<file path="src/rtl/cpd_pkg.sv">
package cpd_pkg;

    typedef enum logic [1:0] {
        OP_WRITE = 2'd0,
        OP_READ  = 2'd1,
        OP_START = 2'd2,
        OP_HALT  = 2'd3
    } cmd_op_e;

    localparam logic [7:0] CODE_WRITE = 8'h64;
    localparam logic [7:0] CODE_READ  = 8'h60;
    localparam logic [7:0] CODE_START = 8'h50;
    localparam logic [7:0] CODE_HALT  = 8'h54;

    typedef enum logic [2:0] {
        ST_IDLE,
        ST_LEN,
        ST_SEQ,
        ST_ADDR,
        ST_DATA,
        ST_RDADDR,
        ST_DRAIN
    } parse_st_e;

    // per-word control decisions from the parser
    typedef struct packed {
        logic    issue;
        cmd_op_e op;
        logic    load_len;
        logic    load_seq;
        logic    load_addr;
        logic    step;
        logic    commit;
        logic    err;
    } ctl_s;

endpackage

</file>
<file path="src/rtl/cpd_parse_fsm.sv">
module cpd_parse_fsm
    import cpd_pkg::*;
(
    input  logic       clk,
    input  logic       rst,
    input  logic       in_valid,
    input  logic       in_sop,
    input  logic       in_eop,
    input  logic [7:0] opcode,
    input  logic       rem_zero,
    input  logic       rem_fits,
    output ctl_s       ctl
);

    parse_st_e st, nxt;

    always_ff @(posedge clk) begin
        if (rst) st <= ST_IDLE;
        else     st <= nxt;
    end

    always_comb begin
        ctl = '0;
        nxt = st;
        if (in_valid) begin
            if (in_sop) begin
                nxt = in_eop ? ST_IDLE : ST_DRAIN;
                case (opcode)
                    CODE_WRITE: begin
                        if (in_eop) ctl.err = 1'b1;
                        else        nxt = ST_LEN;
                    end
                    CODE_READ: begin
                        if (in_eop) ctl.err = 1'b1;
                        else        nxt = ST_RDADDR;
                    end
                    CODE_START: begin
                        ctl.issue = 1'b1;
                        ctl.op    = OP_START;
                    end
                    CODE_HALT: begin
                        ctl.issue = 1'b1;
                        ctl.op    = OP_HALT;
                    end
                    default: ;
                endcase
            end else begin
                case (st)
                    ST_LEN: begin
                        ctl.load_len = 1'b1;
                        if (in_eop) begin
                            ctl.err = 1'b1;
                            nxt     = ST_IDLE;
                        end else begin
                            nxt = ST_SEQ;
                        end
                    end
                    ST_SEQ: begin
                        ctl.load_seq = 1'b1;
                        if (in_eop) begin
                            ctl.err = 1'b1;
                            nxt     = ST_IDLE;
                        end else begin
                            nxt = ST_ADDR;
                        end
                    end
                    ST_ADDR: begin
                        ctl.load_addr = 1'b1;
                        if (in_eop) begin
                            nxt = ST_IDLE;
                            if (rem_zero) ctl.commit = 1'b1;
                            else          ctl.err    = 1'b1;
                        end else begin
                            nxt = ST_DATA;
                        end
                    end
                    ST_DATA: begin
                        if (!rem_zero) begin
                            ctl.issue = 1'b1;
                            ctl.op    = OP_WRITE;
                            ctl.step  = 1'b1;
                        end
                        if (in_eop) begin
                            nxt = ST_IDLE;
                            if (rem_fits) ctl.commit = 1'b1;
                            else          ctl.err    = 1'b1;
                        end
                    end
                    ST_RDADDR: begin
                        ctl.issue = 1'b1;
                        ctl.op    = OP_READ;
                        nxt       = in_eop ? ST_IDLE : ST_DRAIN;
                    end
                    ST_DRAIN: begin
                        if (in_eop) nxt = ST_IDLE;
                    end
                    default: ;
                endcase
            end
        end
    end

endmodule

</file>
<file path="src/rtl/cpd_wr_cursor.sv">
module cpd_wr_cursor #(
    parameter int ADDR_W = 32,
    parameter int LEN_W  = 16,
    parameter int LANES  = 4
) (
    input  logic              clk,
    input  logic              rst,
    input  logic              load_len,
    input  logic              load_addr,
    input  logic              step,
    input  logic [LEN_W-1:0]  len_in,
    input  logic [ADDR_W-1:0] addr_in,
    output logic [ADDR_W-1:0] cur_addr,
    output logic [LANES-1:0]  cur_be,
    output logic              rem_zero,
    output logic              rem_fits
);

    localparam logic [LEN_W-1:0]  LANES_LEN = LEN_W'(LANES);
    localparam logic [ADDR_W-1:0] ADDR_STEP = ADDR_W'(LANES);

    logic [LEN_W-1:0] rem;

    assign rem_zero = (rem == '0);
    assign rem_fits = (rem <= LANES_LEN);

    always_comb begin
        for (int i = 0; i < LANES; i++) begin
            cur_be[i] = (rem > LEN_W'(i));
        end
    end

    always_ff @(posedge clk) begin
        if (rst) begin
            rem      <= '0;
            cur_addr <= '0;
        end else begin
            if (load_len) rem <= len_in;
            else if (step) rem <= rem_fits ? '0 : rem - LANES_LEN;

            if (load_addr) cur_addr <= addr_in;
            else if (step) cur_addr <= cur_addr + ADDR_STEP;
        end
    end

endmodule

</file>
<file path="src/rtl/ctrl_pkt_decoder.sv">
module ctrl_pkt_decoder
    import cpd_pkg::*;
#(
    parameter int DATA_W = 32,
    parameter int ADDR_W = 32,
    parameter int LEN_W  = 16,
    parameter int SEQ_W  = 32
) (
    input  logic                clk,
    input  logic                rst,
    input  logic                in_valid,
    input  logic                in_sop,
    input  logic                in_eop,
    input  logic [DATA_W-1:0]   in_data,
    output logic                cmd_valid,
    output logic [1:0]          cmd_op,
    output logic [ADDR_W-1:0]   cmd_addr,
    output logic [DATA_W-1:0]   cmd_data,
    output logic [DATA_W/8-1:0] cmd_be,
    output logic                err_trunc,
    output logic [SEQ_W-1:0]    seq_out
);

    localparam int LANES = DATA_W / 8;

    ctl_s              ctl;
    logic [ADDR_W-1:0] cur_addr;
    logic [LANES-1:0]  cur_be;
    logic              rem_zero;
    logic              rem_fits;
    logic [SEQ_W-1:0]  seq_pend;
    cmd_op_e           op_q;

    cpd_parse_fsm u_fsm (
        .clk      (clk),
        .rst      (rst),
        .in_valid (in_valid),
        .in_sop   (in_sop),
        .in_eop   (in_eop),
        .opcode   (in_data[7:0]),
        .rem_zero (rem_zero),
        .rem_fits (rem_fits),
        .ctl      (ctl)
    );

    cpd_wr_cursor #(
        .ADDR_W (ADDR_W),
        .LEN_W  (LEN_W),
        .LANES  (LANES)
    ) u_cursor (
        .clk       (clk),
        .rst       (rst),
        .load_len  (ctl.load_len),
        .load_addr (ctl.load_addr),
        .step      (ctl.step),
        .len_in    (in_data[LEN_W-1:0]),
        .addr_in   (in_data[ADDR_W-1:0]),
        .cur_addr  (cur_addr),
        .cur_be    (cur_be),
        .rem_zero  (rem_zero),
        .rem_fits  (rem_fits)
    );

    always_ff @(posedge clk) begin
        if (rst) begin
            cmd_valid <= 1'b0;
            op_q      <= OP_WRITE;
            cmd_addr  <= '0;
            cmd_data  <= '0;
            cmd_be    <= '0;
            err_trunc <= 1'b0;
            seq_pend  <= '0;
            seq_out   <= '0;
        end else begin
            cmd_valid <= ctl.issue;
            err_trunc <= ctl.err;
            if (ctl.load_seq) seq_pend <= in_data[SEQ_W-1:0];
            if (ctl.commit)   seq_out  <= seq_pend;
            if (ctl.issue) begin
                op_q <= ctl.op;
                case (ctl.op)
                    OP_WRITE: begin
                        cmd_addr <= cur_addr;
                        cmd_data <= in_data;
                        cmd_be   <= cur_be;
                    end
                    OP_READ: begin
                        cmd_addr <= in_data[ADDR_W-1:0];
                        cmd_data <= '0;
                        cmd_be   <= '0;
                    end
                    default: begin
                        cmd_addr <= '0;
                        cmd_data <= '0;
                        cmd_be   <= '0;
                    end
                endcase
            end
        end
    end

    assign cmd_op = op_q;

endmodule

</file>
<file path="config.mk">
export PLATFORM = sky130hd
export DESIGN_NAME = ctrl_pkt_decoder
export DESIGN_NICKNAME = d
export VERILOG_FILES = /design/src/rtl/cpd_pkg.sv /design/src/rtl/cpd_parse_fsm.sv /design/src/rtl/cpd_wr_cursor.sv /design/src/rtl/ctrl_pkt_decoder.sv
export SDC_FILE = /design/constraint.sdc
export NUM_CORES = 1
export LEC_CHECK = 0
export BUFFER_PORTS_ARGS = -buffer_cell sky130_fd_sc_hd__clkbuf_2
export CORE_ASPECT_RATIO = 0.5
export CORE_MARGIN = 2
export CORE_UTILIZATION = 30
export DETAILED_ROUTE_END_ITERATION = 12
export PLACE_DENSITY = 0.49
export SYNTH_ARGS = -nofsm -noshare
export SYNTH_HDL_FRONTEND = slang
export SYNTH_HIERARCHICAL = 1
export SYNTH_SLANG_ARGS = --single-unit
</file>
<file path="constraint.sdc">
create_clock -name clk -period 3.8 [get_ports clk]
set_clock_uncertainty 0.1 [all_clocks]
set_input_delay 0.19 -clock clk [delete_from_list [all_inputs] [get_ports clk]]
set_output_delay 0.19 -clock clk [all_outputs]
set_load 0.02 [all_outputs]
</file>
Yosys cells after proc, flatten, opt, wreduce, memory -nomap -nowiden
Index checks and enable logic that the tools add are counted.

storage, ports and cells
  input bits = 37
  output and inout bits = 104
  logic and storage cells = 80
  flip-flop bits (word level) = 187

cells by class
  $add $sub $neg = 2
  multiplexer cells = 39
  magnitude comparators = 5
  reduce and logical (&&, ||, !) cells = 10
  bitwise logic cells = 1
  equal/unequal tests = 12

operators with widths
  cell                                                              number
  2-to-1 mux 32 bit                                                 3
  one-hot mux 32 bit (2 select lines)                               1
  2-to-1 mux 16 bit                                                 3
  adder 32 x 3 -> 32 bit (second input constant)                    1
  == test 8 x 7 -> 1 bit (second input constant)                    4
  > comparator 16 x 1 -> 1 bit (second input constant)              2
  > comparator 16 x 2 -> 1 bit (second input constant)              2
  2-to-1 mux 3 bit                                                  8
  one-hot mux 3 bit (2 select lines)                                3
  less-or-equal comparator 16 x 3 -> 1 bit (second input constant)  1
  zero test 16 bit                                                  1
  subtractor 16 x 3 -> 16 bit (second input constant)               1
  one-hot mux 3 bit (5 select lines)                                1
  2-to-1 mux 1 bit                                                  11
  == test 3 bit (second input constant)                             3
  2-to-1 mux 9 bit                                                  1
  2-to-1 mux 2 bit                                                  4
  OR reduction 2 bit                                                4
  == test 3 x 2 -> 1 bit (second input constant)                    2
  nonzero test 6 bit                                                1
  2-to-1 mux 5 bit                                                  1
  2-to-1 mux 4 bit                                                  1
  nonzero test 2 bit                                                2
  == test 3 x 1 -> 1 bit (second input constant)                    1
  7 further kinds                                                   7

Logic depth before layout (Yosys ltp)
Gate-level depths: netlist of run 1.

  word-level depth = 8
  gate-level depth with buffers = 15
  gate-level depth less buffers = 11

By module
The synthesis of run 1 kept the hierarchy.

by module, submodules not included
  module            area each (µm²)  sequential area each (µm²)  instances  cells an instance
  ctrl_pkt_decoder  5007.3           2722.6                      1          410
  cpd_wr_cursor     2861.5           960.9                       1          356
  cpd_parse_fsm     437.9            60.1                        1          60

Worst setup path before layout of run 1
Ideal clock, no wire load.

  kind = register to register
  from = reg u_cursor.rem[2]
  to = reg seq_out[21]
  buffers on the path = 3
  stages on the path, launching flop included = 15
  setup time = 128 ps
  slack = 555 ps
  clock period less this slack = 3245 ps
  data required time = 3572 ps
  data arrival time = 3017 ps
  cell sequence = dfxtp_1 -> inv_1 -> ha_1 -> or3b_2 -> clkbuf_1 -> nor3_1 -> nand2_1 -> nor3_1 -> nand2_1 -> o32a_1 -> nor3b_1 -> clkbuf_1 -> buf_2 -> mux2i_1 -> nor2_1

RTL lines
  item                      RTL line                text
  start: declaration        cpd_wr_cursor.sv:22     logic [LEN_W-1:0] rem;
  start signal: assignment  cpd_wr_cursor.sv:38     if (load_len) rem <= len_in;
  start signal: assignment  cpd_wr_cursor.sv:39     else if (step) rem <= rem_fits ? '0 : rem - LANES_LEN;
  end signal: assignment    ctrl_pkt_decoder.sv:78  if (ctl.commit) seq_out <= seq_pend;
  end: declaration          ctrl_pkt_decoder.sv:21  output logic [SEQ_W-1:0] seq_out

==> results of run 1 <==
[kinds of logic after synthesis]
logic type,Yosys count
xor+xnor,21
fa+ha+maj,2
compound gates,175
simple gates,257
mux,103
flops,187
buf+inv,81
[per-layer routing]
metal / up-vias / GRT usage (%) / part of all wire (%)
met5: - / 0 / 0
met4: 0 / 5.43 / 1.4
met3: 18 / 3.78 / 3.4
met2: 114 / 26.0 / 45
met1: 3383 / 23.5 / 50
li1: 3358 / - / -
[power breakdown]
group	internal (uW)	total, uW	switching [uW]	leakage (uW)
Clock	977	1800	819	0.000277
Sequential	1990	2010	24.2	0.00151
Combinational	104	281	177	0.00201
[repair_timing]
item,CTS,global route
setup endpoints to repair,0,29
resized for setup,0,1
hold endpoints to repair,67,0
hold buffers,25,0
buffers inserted,0,0
[registers in the layout, indices dropped and copies added, names as in the netlist]
name               cells
cmd_addr              32
cmd_be                 4
cmd_data              32
cmd_op                 2
cmd_valid              1
err_trunc              1
seq_out               32
seq_pend              32
u_cursor/cur_addr     32
u_cursor/rem          16
u_fsm/st               3
[synth_stat cells (9+ instances only)]
cell	n
a211oi_1	11
a21oi_1	22
a22o_1	35
buf_2	17
buf_6	9
clkbuf_1	33
dfxtp_1	187
inv_1	13
mux2i_1	103
nand2_1	22
nand3_1	15
nand4_1	13
nor2_1	107
nor3_1	13
nor3b_1	12
nor4_1	15
o21ai_0	13
o22ai_1	12
o2bb2ai_2	30
or3_1	10
or4_1	9
xnor2_1	12
xor2_1	9
[worst paths after layout]
kind	end	depth (start not counted)
setup / recovery	u_cursor/cur_addr[24]$_SDFFE_PP0N_	11
hold / removal	cmd_data[3]$_SDFFE_PP0P_	2
hold reg to reg	cmd_addr[27]$_SDFFE_PP0P_	1
setup reg to reg	u_cursor/cur_addr[24]$_SDFFE_PP0N_	11
[worst max-delay path: cells and delay by family (launching register included)]
family          cells  cell delay [ns]
simple gates        8             2.47
flops               1             0.39
fa+ha+maj           1             0.25
compound gates      1             0.17
buf+inv             1             0.08
[layout make-up]
cell class	instances	area (um^2)
clock buffers	20	437
clock inverters	12	136
fillers	2702	16700
inverters	14	52.6
multi-input cells	558	4210
flip-flops and latches	187	3740
well taps	352	440
repair buffers	182	1120
[stage by stage]
| stage | setup slack, ns | instance area, um^2 | util [%] | hold slack [ns] | total power (uW) |
|---|---|---|---|---|---|
| 4_1_cts | 0.154 | 10100 | 37.8 | 0.00693 | 4140 |
| 2_1_floorplan | 0.555 | 8310 | - | 0.156 | 2210 |
| 3_5_place_dp | 0.168 | 9310 | 34.7 | 0.353 | 2320 |
| 6_report | 0.271 | 10100 | 37.8 | 0.0278 | 4090 |
| 5_1_grt | 0.0317 | 10100 | 37.8 | 0.0148 | 4270 |
| 3_3_place_gp | 0.311 | 9310 | 34.7 | 0.349 | 2320 |
==> impl_metrics.csv, run 1 <==
group,metric,value,unit
detailed_routing,drt_pre_antenna_iters,5,
synthesis,synth-edff-count,0,
layout,final_cells,1325,
synthesis,yosysSeqAreaShare,45.1,%
layout,areaGrowthSynthToFinish,22.0,%
synthesis,synthCells,826,
floorplanning,fp.dieW,239,um
global_route,grt_pass1_wl,37.9,mm
floorplanning,die-area,29100,um^2
floorplanning,core,26800,um^2
detailed_routing,drc,0,
global_route,grt_overflow,0,
setup_path,cpMaxStageDelayCell,"or4b_2",
synthesis,syn-mean-instance-area,10.1,um^2
global_route,antenna_found_initial,0,
synthesis,yosys.area_share.adder,0.301,%
sta,final_hold_viol_count,0,
layout,final_cell_mix,"dfxtp_1, clkbuf_2, nor2_1",
status,status,"completed",
hold_path,hp-start,"in_data[3]",
detailed_routing,viasPerCell,5.19,
synthesis,synth.area.top_cells,"dfxtp_1, mux2i_1, o2bb2ai_2, nor2_1, a22o_1",
layout,mostFrequentLayoutCell,"dfxtp_1",
clock_tree,clock-root-buffer,"clkbuf_16",
sta,finalSetupViolations,0,
synthesis,synthesis.area,8310,um^2
placement,io_buffers,140,
clock_tree,cts.clk_slew.worst_paths,0.07,ns
synthesis,yosys_most_used_dff,"dfxtp_1",
placement,place.detailed.hpwl,16.4,mm
placement,gp_congestion,0.803,
synthesis,syn_nets,865,
floorplanning,start_util,31.0,%
synthesis,yosysWarnings,6,
synthesis,synth_xor_xnor_area_share,2.21,%
clock_tree,cts_buffer_depth,2,
setup_path,worstPathRequired,4.08,ns
synthesis,synth_mux_area_share,12.4,%
setup_path,cp_max_fo,13,
placement,dpl.cell_count,1268,
setup_path,start_kind,"register",
clock_tree,clock_latency,0.45,ns
job,drv_cap,0,
sta,fmax,283,MHz
detailed_routing,wl_per_cell,18.2,um
synthesis,synth_cell_types,70,
floorplanning,num_rows,42,
global_route,grt_max_degree,65,
detailed_routing,drt_wl_total,24.1,mm
setup_path,regToRegSetupSlack,0.27,ns
setup_path,slowest_delay,0.74,ns
sta,relSlewSlack,44.8,%
layout,antenna_cells,0,
sta,rsz0062_at_grt,"false",
floorplanning,ioPinCount,141,
clock_tree,tritoncts,"built",
floorplanning,die_h,122,um
synthesis,synth_top_family_by_area,"compound AO/OA/AOI/OAI gates",
layout,drive_gt1_share,25.0,%
synthesis,synth.largest_area_cell,"dfxtp_1",
clock_tree,cts.sinks,187,
setup_path,crit_arrival,3.81,ns
sta,fin_setup_tns,0,ns
sta,min_period,3.53,ns
sta,finalCritPeriodShare,92.9,%
power,ir_worst_vdd,329,uV
synthesis,synth.top_cell.area_share,45.1,%
power,powerDensity,403,nW/um^2
layout,final_nets,999,
synthesis,ys_ff_latch,187,
clock_tree,h-tree-depth,4,
setup_path,r2r_start,"u_cursor/rem[2]$_SDFFE_PP0P_",
hold_path,hold_path.class,"in -> reg",
setup_path,crit_start,"u_cursor/rem[2]$_SDFFE_PP0P_",
detailed_routing,vias,6873,
setup_path,crit_type,"reg -> reg",
global_route,grt_pass1_vias,6555,
synthesis,synth_compound_area_share,18.9,%
sta,drv_slew,0,
global_route,grt_usage,16.9,%
detailed_routing,drt_iter0_drc,420,
detailed_routing,postRouteAntennaNets,0,
synthesis,synth-simple-area-share,16.2,%
setup_path,setup.worst_path.end_class,"register",
synthesis,async_flop_share,0,%
sta,worst_pin_slew,0.825,ns
clock_tree,cts_made_buffers,17,
setup_path,path_cells,"inv_1 -> ha_1 -> or3b_2 -> nor3_1 -> nand2_1 -> nor3_2 -> nor3_2 -> and3_1 -> nand2_1 -> or4b_2 -> a31oi_1",
power,leakagePower,0.00379,uW
Power figures use the tool's default switching activity.
==> run 2: changes to the inputs <==
Settings changed: PLACE_DENSITY 0.49 to 0.51.
Clock period 3.8 ns to 3.2 ns, I/O delays scaled along.
==> run 2 against run 1 <==
Against the previous run:
- critical path depth up 2
- non-clock buffer count rose by 24
- wire length increased by 1.2%
- flip-flop and latch count is the same
- worst hold slack worse by 0.0075 ns
- sequential share of layout area down 0.93 points
- sequential power grew 18%
- critical endpoint is now seq_out[23]$_SDFFE_PP0P_
- largest cell class unchanged
- largest power group unchanged
==> impl_metrics.csv, run 2 (synthesis gave the netlist of run 1 again) <==
group,metric,value,unit
power,ir_worst_vdd,325,uV
placement,place.detailed.hpwl,16.8,mm
layout,areaGrowthSynthToFinish,25.2,%
hold_path,hold_depth,2,
clock_tree,cts_made_buffers,17,
sta,relSlewSlack,53.4,%
clock_tree,cts_buffer_depth,2,
layout,drive_gt1_share,27.0,%
detailed_routing,viasPerCell,5.10,
layout,final_nets,1023,
setup_path,regToRegSetupSlack,0.19,ns
global_route,grt_usage,16.8,%
sta,finalSetupViolations,0,
floorplanning,num_rows,42,
sta,holdWs,0.0203,ns
placement,gp_congestion,0.825,
sta,min_period,3.01,ns
global_route,use_met1,23.0,%
detailed_routing,drc,0,
layout,regArea,3740,um^2
clock_tree,cts.sinks,187,
setup_path,cpMaxStageDelayCell,"or3b_2",
sta,rsz0062_at_grt,"false",
global_route,use_met2,26.0,%
sta,finalCritPeriodShare,94.1,%
status,status,"completed",
sta,worst_pin_slew,0.698,ns
layout,antenna_cells,0,
hold_path,hp-start,"in_data[6]",
global_route,busiest_layer,"met2",
global_route,grt_pass1_vias,6473,
power,powerDensity,476,nW/um^2
layout,final_cells,1347,
floorplanning,core,26800,um^2
setup_path,slowest_delay,0.48,ns
clock_tree,cts.clk_slew.worst_paths,0.07,ns
floorplanning,start_util,31.0,%
sta,drv_slew,0,
setup_path,cp_max_fo,8,
layout,final_cell_mix,"dfxtp_1, clkbuf_2, nor2_1",
clock_tree,h-tree-depth,4,
setup_path,worstPathRequired,3.41,ns
floorplanning,die-area,29100,um^2
global_route,grt_util_met3,4.35,%
global_route,antenna_found_initial,0,
hold_path,hold-path-endpoint,"cmd_data[6]$_SDFFE_PP0P_",
detailed_routing,vias,6874,
floorplanning,ioPinCount,141,
placement,dpl.cell_count,1286,
global_route,grt_pass1_wl,37.3,mm
setup_path,start_kind,"register",
power,p_total,4950,uW
detailed_routing,wl_per_cell,18.1,um
job,drv_cap,0,
power,leakagePower,0.00395,uW
detailed_routing,drt_wl_total,24.4,mm
floorplanning,die_h,122,um
sta,final_hold_viol_count,0,
setup_path,crit_type,"reg -> reg",
setup_path,crit_arrival,3.22,ns
floorplanning,fp.dieW,239,um
layout,n_fill_cell,2714,
hold_path,hold_path.class,"in -> reg",
setup_path,timing.rr.end,"seq_out[23]$_SDFFE_PP0P_",
setup_path,setup.worst_path.end_class,"register",
placement,io_buffers,140,
layout,mostFrequentLayoutCell,"dfxtp_1",
setup_path,r2r_start,"u_cursor/rem[3]$_SDFFE_PP0P_",
sta,fmax,332,MHz
detailed_routing,drt_iter0_drc,479,
detailed_routing,drt_pre_antenna_iters,6,
global_route,grt_max_degree,57,
clock_tree,clock-root-buffer,"clkbuf_16",
clock_tree,tritoncts,"built",
layout,fin_util,38.8,%
clock_tree,clock_latency,0.45,ns
layout,multiInputGateArea,4230,um^2
setup_path,path_cells,"inv_1 -> ha_2 -> or3b_2 -> nor3_2 -> nand2_1 -> nor3_2 -> nand2_1 -> o32a_1 -> nor3b_4 -> buf_4 -> buf_6 -> mux2i_1 -> nor2_1",
setup_path,reg2regPathDepth,13,
detailed_routing,postRouteAntennaNets,0,
global_route,grt_overflow,0,
## run 2: changes by cell type in the layout (fill, tap and decap cells not counted), sizes merged
cell / previous run / this run
buf: 18 / 39
bufinv: 2 / 3
inv: 18 / 19
dlygate4sd3: 25 / 28
clkbuf: 159 / 157
clkinv: 4 / 2
## run 2: final cells by class
class	count	area share [%]
inverters	14	0.505
well taps	352	4.24
clock buffers	18	4.13
flip-flops and latches	187	36.0
multi-input cells	558	40.7
clock inverters	12	1.55
repair buffers	206	12.9
## run 2: per-stage QoR
stage          TNS, ns  setup WS [ns]  cell area, um^2
5_1_grt              0         0.0263            10400
4_1_cts              0        0.00693            10300
3_5_place_dp   -0.0190        -0.0190             9460
3_3_place_gp         0         0.0931             9460
2_1_floorplan    -1.34        -0.0447             8310
6_report             0          0.189            10400
## run 2: critical path, delay by kind of cell, from the launching register on
kind	cells	cell delay, ns
simple gates	7	1.22
flops	1	0.33
fa+ha+maj	1	0.22
mux	1	0.21
compound gates	1	0.33
buf+inv	3	0.46
## run 2: power breakdown
part | internal, uW | leakage (uW) | switching [uW]
Clock | 1230 | 0.000285 | 972
Sequential | 2360 | 0.00151 | 25.2
Combinational | 137 | 0.00215 | 221
## run 2: worst max-delay path by stage
stage | endpoint | depth (start not counted) | start
floorplan | seq_out[21]$_SDFFE_PP0P_ | 14 | u_cursor/rem[2]$_SDFFE_PP0P_
detailed placement | u_cursor/cur_addr[24]$_SDFFE_PP0N_ | 12 | u_cursor/rem[3]$_SDFFE_PP0P_
global route | seq_out[24]$_SDFFE_PP0P_ | 13 | u_cursor/rem[3]$_SDFFE_PP0P_
global placement | u_cursor/cur_addr[24]$_SDFFE_PP0N_ | 12 | u_cursor/rem[3]$_SDFFE_PP0P_
CTS | seq_out[23]$_SDFFE_PP0P_ | 12 | u_cursor/rem[3]$_SDFFE_PP0P_
finish | seq_out[23]$_SDFFE_PP0P_ | 13 | u_cursor/rem[3]$_SDFFE_PP0P_
## run 2: layer usage
layer | wire length (um) | part of all wire (%) | vias up
met5 | 0 | 0 | -
met4 | 274 | 1.1 | 0
met3 | 1180 | 4.8 | 17
met2 | 10900 | 45 | 134
met1 | 12000 | 49 | 3332
li1 | - | - | 3391
## run 2: repair_timing
action                                 CTS  global route
gates cloned                             0             1
endpoints found under the hold margin   86             0
setup buffers                            0             2
resized for setup                        1            14
pin swaps                                0             2
hold buffers                            28             0
setup endpoints to repair                2           109
==> run 3: changes to the inputs <==
Settings changed: CELL_PAD_IN_SITES_DETAIL_PLACEMENT set to 1, CELL_PAD_IN_SITES_GLOBAL_PLACEMENT set to 1, CORE_MARGIN 2 to not set, PLACE_DENSITY 0.51 to 0.62.
==> run 3 against run 2 <==
Against the previous run:
- design area rose by 1.3%
- clock-buffer cell count did not move
- first-iteration DRC count fell by 28%
- total power rose by 1.0%
- global-route usage rose by 1.9 points
- sequential share of layout area fell by 0.47 points
- wire length rose by 7.0%
- highest routed layer unchanged
==> impl_metrics.csv, run 3 (synthesis gave the netlist of run 1 again) <==
group,metric,value,unit
detailed_routing,drt_wl_total,26.1,mm
placement,place.detailed.hpwl,17.8,mm
placement,gp_congestion,0.788,
layout,areaGrowthSynthToFinish,26.9,%
floorplanning,ioPinCount,141,
detailed_routing,drt_iter0_drc,346,
hold_path,hp-start,"in_data[7]",
setup_path,worstPathRequired,3.49,ns
clock_tree,clock-root-buffer,"clkbuf_16",
layout,stdcell_area,10500,um^2
floorplanning,num_rows,42,
detailed_routing,vias,7056,
setup_path,start_kind,"register",
placement,placed_area,9530,um^2
clock_tree,tritoncts,"built",
floorplanning,core,26800,um^2
detailed_routing,drt_pre_antenna_iters,5,
setup_path,crit_start,"u_cursor/rem[2]$_SDFFE_PP0P_",
job,drv_cap,0,
sta,fmax,330,MHz
detailed_routing,wl_per_cell,19.2,um
global_route,grt_pass1_wl,41.0,mm
power,powerDensity,474,nW/um^2
sta,min_period,3.03,ns
layout,final_nets,1031,
sta,rsz0062_at_grt,"false",
floorplanning,fp.dieW,237,um
placement,dpl.cell_count,1292,
setup_path,r2r_start,"u_cursor/rem[2]$_SDFFE_PP0P_",
setup_path,crit_arrival,3.32,ns
layout,final_cells,1357,
layout,mostFrequentLayoutCell,"dfxtp_1",
power,leakagePower,0.00403,uW
floorplanning,start_util,31.0,%
sta,final_hold_viol_count,0,
global_route,grt_pass1_vias,7224,
setup_path,crit_type,"reg -> reg",
status,status,"completed",
global_route,grt_max_degree,73,
sta,finalCritPeriodShare,94.7,%
detailed_routing,viasPerCell,5.20,
layout,n_fill_cell,3040,
power,ir_worst_vdd,305,uV
setup_path,cp_max_fo,13,
layout,antenna_cells,0,
clock_tree,cts_buffer_depth,2,
layout,fin_util,39.3,%
sta,worst_pin_slew,0.633,ns
clock_tree,clock_latency,0.46,ns
sta,relSlewSlack,57.8,%
detailed_routing,postRouteAntennaNets,0,
global_route,grt_overflow,0,
placement,io_buffers,140,
global_route,antenna_found_initial,0,
floorplanning,die-area,28400,um^2
hold_path,hold_path.class,"in -> reg",
layout,drive_gt1_share,27.7,%
sta,finalSetupViolations,0,
clock_tree,cts.clk_slew.worst_paths,0.08,ns
floorplanning,die_h,120,um
setup_path,setup.worst_path.end_class,"register",
clock_tree,h-tree-depth,4,
layout,final_cell_mix,"dfxtp_1, clkbuf_2, nor2_1",
clock_tree,cts_made_buffers,17,
detailed_routing,drc,0,
sta,drv_slew,0,
clock_tree,cts.sinks,187,
sta,fin_setup_tns,0,ns
global_route,grt_usage,18.6,%
==> run 3: cell count changes in the layout (fill, tap and decap cells not counted), sizes merged <==
cell	delta
buf	+7
bufinv	-1
clkbuf	+1
clkinv	+4
clkinvlp	-2
inv	+1
==> run 3: area by class of cell <==
cell class	instances	area (um^2)	area share, %
Multi-Input combinational cell	558	4250	40.3
Sequential cell	187	3740	35.5
Timing Repair Buffer	214	1440	13.6
Tap cell	352	440	4.18
Clock buffer	18	439	4.17
Clock inverter	14	179	1.70
Inverter	14	52.6	0.499
==> run 3: critical path, stage by stage (launching register included) <==
cell,delay (ns)
dfxtp_1,0.34
inv_1,0.07
ha_1,0.21
or3b_4,0.26
nor3_4,0.04
nand2_2,0.10
nor3_4,0.06
buf_4,0.15
nor3_4,0.28
and3_1,0.29
nand2_2,0.21
or4b_2,0.68
a31oi_1,0.17
==> run 3: path summary, 6_finish.rpt <==
check	end	slack, ns	cells past startpoint
max reg2reg	u_cursor/cur_addr[24]$_SDFFE_PP0N_	0.17	12
min reg2reg	cmd_addr[26]$_SDFFE_PP0P_	0.37	1
max	u_cursor/cur_addr[24]$_SDFFE_PP0N_	0.17	12
min	cmd_data[7]$_SDFFE_PP0P_	0.03	2
==> run 3: through the flow <==
stage | setup slack [ns] | total power, uW | hold slack, ns
after floorplan | -0.0447 | 2620 | 0.126
after global placement | -0.0179 | 2760 | 0.334
after CTS | 0.00716 | 5060 | 0.00412
final | 0.169 | 5000 | 0.0261
after detailed placement | -0.271 | 2770 | 0.339
after global routing | 0.0112 | 5190 | 0.0328
==> run 3: routing by layer <==
metal,GRT usage (%),routed length [um],vias up
li1,-,-,3413
met5,0,0,-
met2,30.2,12100,103
met4,6.45,385,0
met3,3.73,786,24
met1,24.6,12800,3516
==> run 3: power by group <==
group	leakage, uW	internal [uW]	switching (uW)
registers	0.00151	2360	25.9
logic	0.00222	140	227
clock network	0.000305	1210	1040
total	0.00403	3710	1290
==> run 3: what timing repair did <==
action / in CTS / in global routing
gates resized for setup: 4 / 9
endpoints found under the setup margin: 96 / 117
setup buffers: 1 / 3
hold endpoints to repair: 88 / 0
pin swaps: 1 / 1
gates cloned: 0 / 1
hold buffers: 28 / 0
